## config.mk

```make
export PLATFORM = sky130hd
export DESIGN_NAME = phy_tune_writer
export DESIGN_NICKNAME = d
export VERILOG_FILES = /design/src/rtl/ptw_pkg.sv /design/src/rtl/ptw_rst_sync.sv /design/src/rtl/ptw_seq.sv /design/src/rtl/ptw_bitfile.sv /design/src/rtl/phy_tune_writer.sv
export SDC_FILE = /design/constraint.sdc
export NUM_CORES = 2
export LEC_CHECK = 0
export ABC_AREA = 1
export BUFFER_PORTS_ARGS = -buffer_cell sky130_fd_sc_hd__buf_2
export CORE_ASPECT_RATIO = 2
export CORE_UTILIZATION = 55
export CTS_BUF_LIST = sky130_fd_sc_hd__clkbuf_8
export DETAILED_ROUTE_END_ITERATION = 8
export PLACE_DENSITY = 0.81
export SYNTH_ARGS = -nofsm -noshare
export SYNTH_HDL_FRONTEND = slang
export SYNTH_HIERARCHICAL = 1
export SYNTH_SLANG_ARGS = --single-unit
```

## constraint.sdc

```tcl
create_clock -name clk -period 53.5 [get_ports clk]
set_clock_uncertainty 0.05 [all_clocks]
set_input_delay 0 -clock clk [delete_from_list [all_inputs] [get_ports clk]]
set_output_delay 0 -clock clk [all_outputs]
set_load 0.005 [all_outputs]
```

## src/rtl/ptw_pkg.sv

```systemverilog
package ptw_pkg;

  // Bit positions inside the shared control word that the PHY decodes.
  localparam int DATA_BIT_POS = 7;
  localparam int ADDR_LSB     = 8;

  typedef enum logic [2:0] {
    ST_IDLE     = 3'd0,
    ST_WIPE     = 3'd1,
    ST_ADDR     = 3'd2,
    ST_STB_LOW  = 3'd3,
    ST_DATA     = 3'd4,
    ST_STB_HIGH = 3'd5,
    ST_STB_DROP = 3'd6,
    ST_FIN      = 3'd7
  } ptw_step_e;

endpackage

```

## src/rtl/ptw_rst_sync.sv

```systemverilog
module ptw_rst_sync (
  input  logic clk,
  input  logic rst_n,
  output logic rst_sync_n
);

  logic [1:0] sync_q;

  always_ff @(posedge clk or negedge rst_n) begin
    if (!rst_n) begin
      sync_q <= 2'b00;
    end else begin
      sync_q <= {sync_q[0], 1'b1};
    end
  end

  assign rst_sync_n = sync_q[1];

endmodule

```

## src/rtl/ptw_seq.sv

```systemverilog
module ptw_seq
  import ptw_pkg::*;
#(
  parameter int NUM_PORTS   = 4,
  parameter int ADDR_W      = 8,
  parameter int DATA_W      = 8,
  parameter int CLEAR_FIRST = 1,
  localparam int PORT_W     = $clog2(NUM_PORTS),
  localparam int LEN_W      = $clog2(DATA_W) + 1,
  localparam int CW_W       = ADDR_W + 8
) (
  input  logic              clk,
  input  logic              rst_n,
  input  logic              req_valid,
  input  logic [PORT_W-1:0] req_port,
  input  logic [ADDR_W-1:0] req_addr,
  input  logic [DATA_W-1:0] req_data,
  input  logic [LEN_W-1:0]  req_len,
  output logic              busy,
  output logic              done,
  output logic [CW_W-1:0]   ctrl_word
);

  localparam int IDX_W = $clog2(CW_W);

  ptw_step_e         state_q, state_d;
  logic [PORT_W-1:0] port_q;
  logic [ADDR_W-1:0] addr_q, addr_d;
  logic [DATA_W-1:0] data_q, data_d;
  logic [LEN_W-1:0]  remain_q, remain_d;
  logic [CW_W-1:0]   ctrl_q, ctrl_d;
  logic              done_q, done_d;
  logic [LEN_W-1:0]  len_eff;
  logic [IDX_W-1:0]  stb_idx;
  logic              ld_req, ctx_en, ctrl_en;

  assign len_eff = (req_len > LEN_W'(DATA_W)) ? LEN_W'(DATA_W) : req_len;
  assign stb_idx = IDX_W'({port_q, 1'b0});
  assign ld_req  = (state_q == ST_IDLE) && req_valid;
  assign ctx_en  = ld_req || (state_q == ST_STB_DROP);

  // Context for the next bit: either a fresh request or one bit further on.
  always_comb begin
    addr_d   = ld_req ? req_addr : addr_q + 1'b1;
    data_d   = ld_req ? req_data : (data_q >> 1);
    remain_d = ld_req ? len_eff  : remain_q - 1'b1;
  end

  always_comb begin
    state_d = state_q;
    ctrl_d  = ctrl_q;
    ctrl_en = 1'b0;
    done_d  = 1'b0;
    case (state_q)
      ST_IDLE: begin
        if (req_valid) begin
          if (len_eff == '0) begin
            done_d = 1'b1;
          end else begin
            state_d = (CLEAR_FIRST != 0) ? ST_WIPE : ST_ADDR;
          end
        end
      end
      ST_WIPE: begin
        ctrl_en = 1'b1;
        ctrl_d  = '0;
        state_d = ST_ADDR;
      end
      ST_ADDR: begin
        ctrl_en = 1'b1;
        ctrl_d[ADDR_LSB +: ADDR_W] = addr_q;
        state_d = ST_STB_LOW;
      end
      ST_STB_LOW: begin
        ctrl_en = 1'b1;
        ctrl_d[stb_idx] = 1'b0;
        state_d = ST_DATA;
      end
      ST_DATA: begin
        ctrl_en = 1'b1;
        ctrl_d[DATA_BIT_POS] = data_q[0];
        state_d = ST_STB_HIGH;
      end
      ST_STB_HIGH: begin
        ctrl_en = 1'b1;
        ctrl_d[stb_idx] = 1'b1;
        state_d = ST_STB_DROP;
      end
      ST_STB_DROP: begin
        ctrl_en = 1'b1;
        ctrl_d[stb_idx] = 1'b0;
        state_d = (remain_q == LEN_W'(1)) ? ST_FIN : ST_ADDR;
      end
      ST_FIN: begin
        done_d  = 1'b1;
        state_d = ST_IDLE;
      end
      default: state_d = ST_IDLE;
    endcase
  end

  always_ff @(posedge clk or negedge rst_n) begin
    if (!rst_n) begin
      state_q  <= ST_IDLE;
      done_q   <= 1'b0;
      ctrl_q   <= '0;
      port_q   <= '0;
      addr_q   <= '0;
      data_q   <= '0;
      remain_q <= '0;
    end else begin
      state_q <= state_d;
      done_q  <= done_d;
      if (ctrl_en) begin
        ctrl_q <= ctrl_d;
      end
      if (ld_req) begin
        port_q <= req_port;
      end
      if (ctx_en) begin
        addr_q   <= addr_d;
        data_q   <= data_d;
        remain_q <= remain_d;
      end
    end
  end

  assign busy      = (state_q != ST_IDLE);
  assign done      = done_q;
  assign ctrl_word = ctrl_q;

endmodule

```

## src/rtl/ptw_bitfile.sv

```systemverilog
module ptw_bitfile
  import ptw_pkg::*;
#(
  parameter int NUM_PORTS = 4,
  parameter int ADDR_W    = 8,
  localparam int PORT_W   = $clog2(NUM_PORTS),
  localparam int CW_W     = ADDR_W + 8
) (
  input  logic              clk,
  input  logic              rst_n,
  input  logic [CW_W-1:0]   ctrl_word,
  input  logic [PORT_W-1:0] rd_port,
  input  logic [ADDR_W-1:0] rd_addr,
  output logic              rd_bit
);

  localparam int DEPTH = 1 << ADDR_W;

  logic [ADDR_W-1:0]    wr_addr;
  logic                 wr_bit;
  logic [NUM_PORTS-1:0] stb_now, stb_prev_q;
  logic [DEPTH-1:0]     bank [NUM_PORTS];
  logic                 unused_ctrl;

  assign wr_addr     = ctrl_word[ADDR_LSB +: ADDR_W];
  assign wr_bit      = ctrl_word[DATA_BIT_POS];
  assign unused_ctrl = ^ctrl_word;

  always_ff @(posedge clk or negedge rst_n) begin
    if (!rst_n) begin
      stb_prev_q <= '0;
    end else begin
      stb_prev_q <= stb_now;
    end
  end

  for (genvar p = 0; p < NUM_PORTS; p++) begin : g_port
    logic             rise;
    logic [DEPTH-1:0] cells_q;

    assign stb_now[p] = ctrl_word[2*p];
    assign rise       = stb_now[p] && !stb_prev_q[p];

    always_ff @(posedge clk or negedge rst_n) begin
      if (!rst_n) begin
        cells_q <= '0;
      end else if (rise) begin
        cells_q[wr_addr] <= wr_bit;
      end
    end

    assign bank[p] = cells_q;
  end

  assign rd_bit = bank[rd_port][rd_addr];

endmodule

```

## src/rtl/phy_tune_writer.sv

```systemverilog
module phy_tune_writer #(
  parameter int NUM_PORTS   = 4,
  parameter int ADDR_W      = 8,
  parameter int DATA_W      = 8,
  parameter int CLEAR_FIRST = 1,
  localparam int PORT_W     = $clog2(NUM_PORTS),
  localparam int LEN_W      = $clog2(DATA_W) + 1,
  localparam int CW_W       = ADDR_W + 8
) (
  input  logic              clk,
  input  logic              rst_n,
  input  logic              req_valid,
  input  logic [PORT_W-1:0] req_port,
  input  logic [ADDR_W-1:0] req_addr,
  input  logic [DATA_W-1:0] req_data,
  input  logic [LEN_W-1:0]  req_len,
  output logic              busy,
  output logic              done,
  output logic [CW_W-1:0]   ctrl_word,
  input  logic [PORT_W-1:0] rd_port,
  input  logic [ADDR_W-1:0] rd_addr,
  output logic              rd_bit
);

  logic rst_sync_n;

  ptw_rst_sync u_rst (
    .clk        (clk),
    .rst_n      (rst_n),
    .rst_sync_n (rst_sync_n)
  );

  ptw_seq #(
    .NUM_PORTS   (NUM_PORTS),
    .ADDR_W      (ADDR_W),
    .DATA_W      (DATA_W),
    .CLEAR_FIRST (CLEAR_FIRST)
  ) u_seq (
    .clk       (clk),
    .rst_n     (rst_sync_n),
    .req_valid (req_valid),
    .req_port  (req_port),
    .req_addr  (req_addr),
    .req_data  (req_data),
    .req_len   (req_len),
    .busy      (busy),
    .done      (done),
    .ctrl_word (ctrl_word)
  );

  ptw_bitfile #(
    .NUM_PORTS (NUM_PORTS),
    .ADDR_W    (ADDR_W)
  ) u_cells (
    .clk       (clk),
    .rst_n     (rst_sync_n),
    .ctrl_word (ctrl_word),
    .rd_port   (rd_port),
    .rd_addr   (rd_addr),
    .rd_bit    (rd_bit)
  );

endmodule

```

==> results.json <==
{
  "outcome": "completed",
  "grt_use_met3_pct": 5.37,
  "drt_pass1_iterations": 6,
  "rsz0062_at_grt": "no",
  "dr_total_vias": 50100,
  "cts_tree": "yes",
  "layout-drive-gt1-share_pct": 4.67,
  "switchingPower_w": 0.000374,
  "hold_end": "u_seq/addr_q[7]$_DFFE_PN0P_",
  "dp_slack_ns": 48.40,
  "power_frac_seq_pct": 54.2,
  "reg2reg_from": "u_rst/sync_q[1]$_DFF_PN0_",
  "clk_pin_slew_ns": 0.07,
  "mostFrequentLayoutCell": "nand2_1",
  "r2r-end": "u_cells/g_port[1].cells_q[211]$_DFFE_PN0P_",
  "min_period_over_period_pct": 9.24,
  "cts_resized": 0,
  "critical_path.top_delay_family": "buffers and inverters",
  "instances_no_fill": 8327,
  "finalHoldViolCount": 0,
  "cts_buffers": 145,
  "area_delta_synth_final_pct": 5.89,
  "track_usage_pct": 32.3,
  "fp.dieH_um": 442,
  "core_area_sq_um": 96100,
  "max_slew_margin_pct": 15.2,
  "r2r_setup_slack_ns": 48.56,
  "yosysUniqueCellTypes": 33,
  "critical_path.cell_chain": "buf_4, buf_4, buf_4, buf_4, buf_4",
  "grt_pass1_wl_um": 255000,
  "clock_latency_ns": 0.80,
  "cts-root-buf": "clkbuf_8",
  "postLayoutCoreUtil_pct": 58.7,
  "syn_inst": 7177,
  "holdBufCountCts": 48,
  "initial_utilization_pct": 55.4,
  "endpoint_kind": "async pin",
  "dieArea_sq_um": 98200,
  "powerDensity_nw_per_um2": 26.5,
  "ys_seq_elements": 1069,
  "clock-sinks": 1069,
  "routed_via_density": 6.02,
  "hpwl_um": 82600,
  "synthFlopType": "dfrtp_1",
  "syn_area_sq_um": 53300,
  "power.share.combinational_pct": 5.8,
  "total_power_w": 0.00149,
  "wl_um": 159000,
  "p_int_w": 0.00112,
  "drv_cap": 0,
  "remaining_drc_errors": 0,
  "holdPathStages": 7,
  "cp_num_buf_inv": 5,
  "setup_violations": 0,
  "drtAntennaViolNets": 0,
  "finalWorstSetupSlack_ns": 48.56,
  "tns_ns": 0,
  "num_rows": 161,
  "portBuffers": 50,
  "startpoint_type": "flop",
  "path_class": "reg -> async",
  "hold_class": "in -> reg",
  "ys_seq_area_share_pct": 50.2,
  "grt_pass1_vias": 49200,
  "grt_max_degree": 298,
  "cp.depth": 5,
  "nets": 7041,
  "post_cts_buffers": 0,
  "switching_share_pct": 25.1,
  "postSynth.asyncResetShare_pct": 100,
  "placed_cells": 8030,
  "grt.met2_usage_pct": 53.6,
  "drv_slew": 0,
  "fin_crit_ns": 4.94,
  "ys_warn_count": 6,
  "crit_required_ns": 54.32,
  "clockBufferDepth": 3,
  "fp.dieW_um": 222,
  "slowest_stage": "dfrtp_4",
  "busiest_layer": "met2",
  "drt_iter0_markers": 5930,
  "avgSynthCellArea_sq_um": 7.42,
  "cpPeakStageDelay_ns": 0.94,
  "crit_path_frequent_cell": "buf_4",
  "cts-htree-levels": 4,
  "arrival_ns": 5.76,
  "overflow": 0,
  "path_max_fanout": 76,
  "synth_edf_count": 0,
  "use_met1_pct": 38.7,
  "gp_congestion": 0.824,
  "mostFrequentLayoutCells": "nand2_1 (3099), dfrtp_1 (1068), nand3_1 (1045)",
  "ff2ff_path_depth": 5,
  "drt-wirelength-per-cell_um": 19.1,
  "tightestPinTransition_ns": 1.27,
  "ios": 54,
  "p_leak_nw": 23.1,
  "clkPwrFrac_pct": 40.0,
  "hold_start": "req_valid",
  "vdd_ir_drop_max_uv": 23.7,
  "antenna_found_initial": 5,
  "fmax_mhz": 202
}
## flip-flops by register name, summed over array words and instances, names as in the netlist, 2 cells and up
signal / cells
u_cells/g_port.cells_q: 1024
u_seq/data_q: 8
u_seq/state_q: 3
u_seq/addr_q: 8
u_cells/stb_prev_q: 4
u_seq/port_q: 2
u_seq/ctrl_word: 13
u_seq/remain_q: 4
u_rst/sync_q: 2
## cell families (layout without fill, tap and decap cells)
logic type / Yosys count / after routing / share of synthesized area (%)
simple gates: 4443 / 4443 / 33.9
compound gates: 1110 / 1110 / 10.6
flops: 1069 / 1069 / 50.2
buf+inv: 548 / 471 / 5.16
fa+ha+maj: 3 / 3 / 0.0705
other cells: 2 / 7 / 0.0141
xor+xnor: 2 / 2 / 0.0329
## worst reg2reg max path: cells and delay by family (launching register included)
kind / cells / cell delay (ns)
flops: 1 / 0.94
buf+inv: 5 / 3.99
## per-layer routing
layer,vias to the layer above,share of wire [%]
met2,2612,47
met4,4,6.9
met1,23800,37
met5,-,0.014
met3,568,9.1
li1,23200,-
## worst max path at each step
| stage | slack [ns] | endpoint | startpoint |
|---|---|---|---|
| final | 48.56 | u_cells/g_port[1].cells_q[211]$_DFFE_PN0P_ | u_rst/sync_q[1]$_DFF_PN0_ |
| after global routing | 47.87 | u_cells/g_port[3].cells_q[118]$_DFFE_PN0P_ | u_rst/sync_q[1]$_DFF_PN0_ |
| after CTS | 48.39 | u_cells/g_port[0].cells_q[226]$_DFFE_PN0P_ | u_rst/sync_q[1]$_DFF_PN0_ |
| after detailed placement | 48.40 | u_cells/g_port[0].cells_q[226]$_DFFE_PN0P_ | u_rst/sync_q[1]$_DFF_PN0_ |
| after global placement | 48.46 | u_cells/g_port[0].cells_q[226]$_DFFE_PN0P_ | u_rst/sync_q[1]$_DFF_PN0_ |
| after floorplan | 21.45 | u_cells/g_port[0].cells_q[0]$_DFFE_PN0P_ | u_rst/sync_q[1]$_DFF_PN0_ |
## power groups by stage
stage	Sequential [W]	Combinational (W)	Clock [W]
finish	0.000809	0.0000863	0.000597
global route	0.000809	0.0000921	0.000638
CTS	0.000809	0.0000846	0.000607
detailed placement	0.000824	0.0000817	0
global placement	0.000824	0.0000812	0
floorplan	0.000836	0.0000474	0
## cells in the mapped netlist (all sizes together), types with 2 or more instances
cell / n / area share [%]
nand3: 1046 / 9.8
a31oi: 58 / 0.68
nand2: 3101 / 22
conb: 2 / 0.014
buf: 246 / 3.0
o211ai: 10 / 0.14
a21oi: 54 / 0.51
dfrtp: 1069 / 50
ha: 3 / 0.070
inv: 54 / 0.39
clkbuf: 248 / 1.7
nand4: 3 / 0.035
nor2: 291 / 2.1
nor3: 2 / 0.028
o21ai: 985 / 9.3
## final cells by class
class | instances | area (sq um)
Antenna cell | 3 | 7.51
Clock buffer | 173 | 2380
Clock inverter | 73 | 307
Fill cell | 8327 | 39700
Inverter | 54 | 240
Multi-Input combinational cell | 5562 | 23800
Sequential cell | 1069 | 26800
Tap cell | 1222 | 1530
Timing Repair Buffer | 171 | 1380
## stage by stage
step | hold slack (ns) | instance area [sq um]
floorplan | -0.346 | 53300
global route | 0.203 | 56400
detailed placement | -0.262 | 53200
finish | 0.197 | 56400
global placement | -0.265 | 53200
CTS | 0.0749 | 56400
Note: power is estimated with default switching activity, not from simulation.
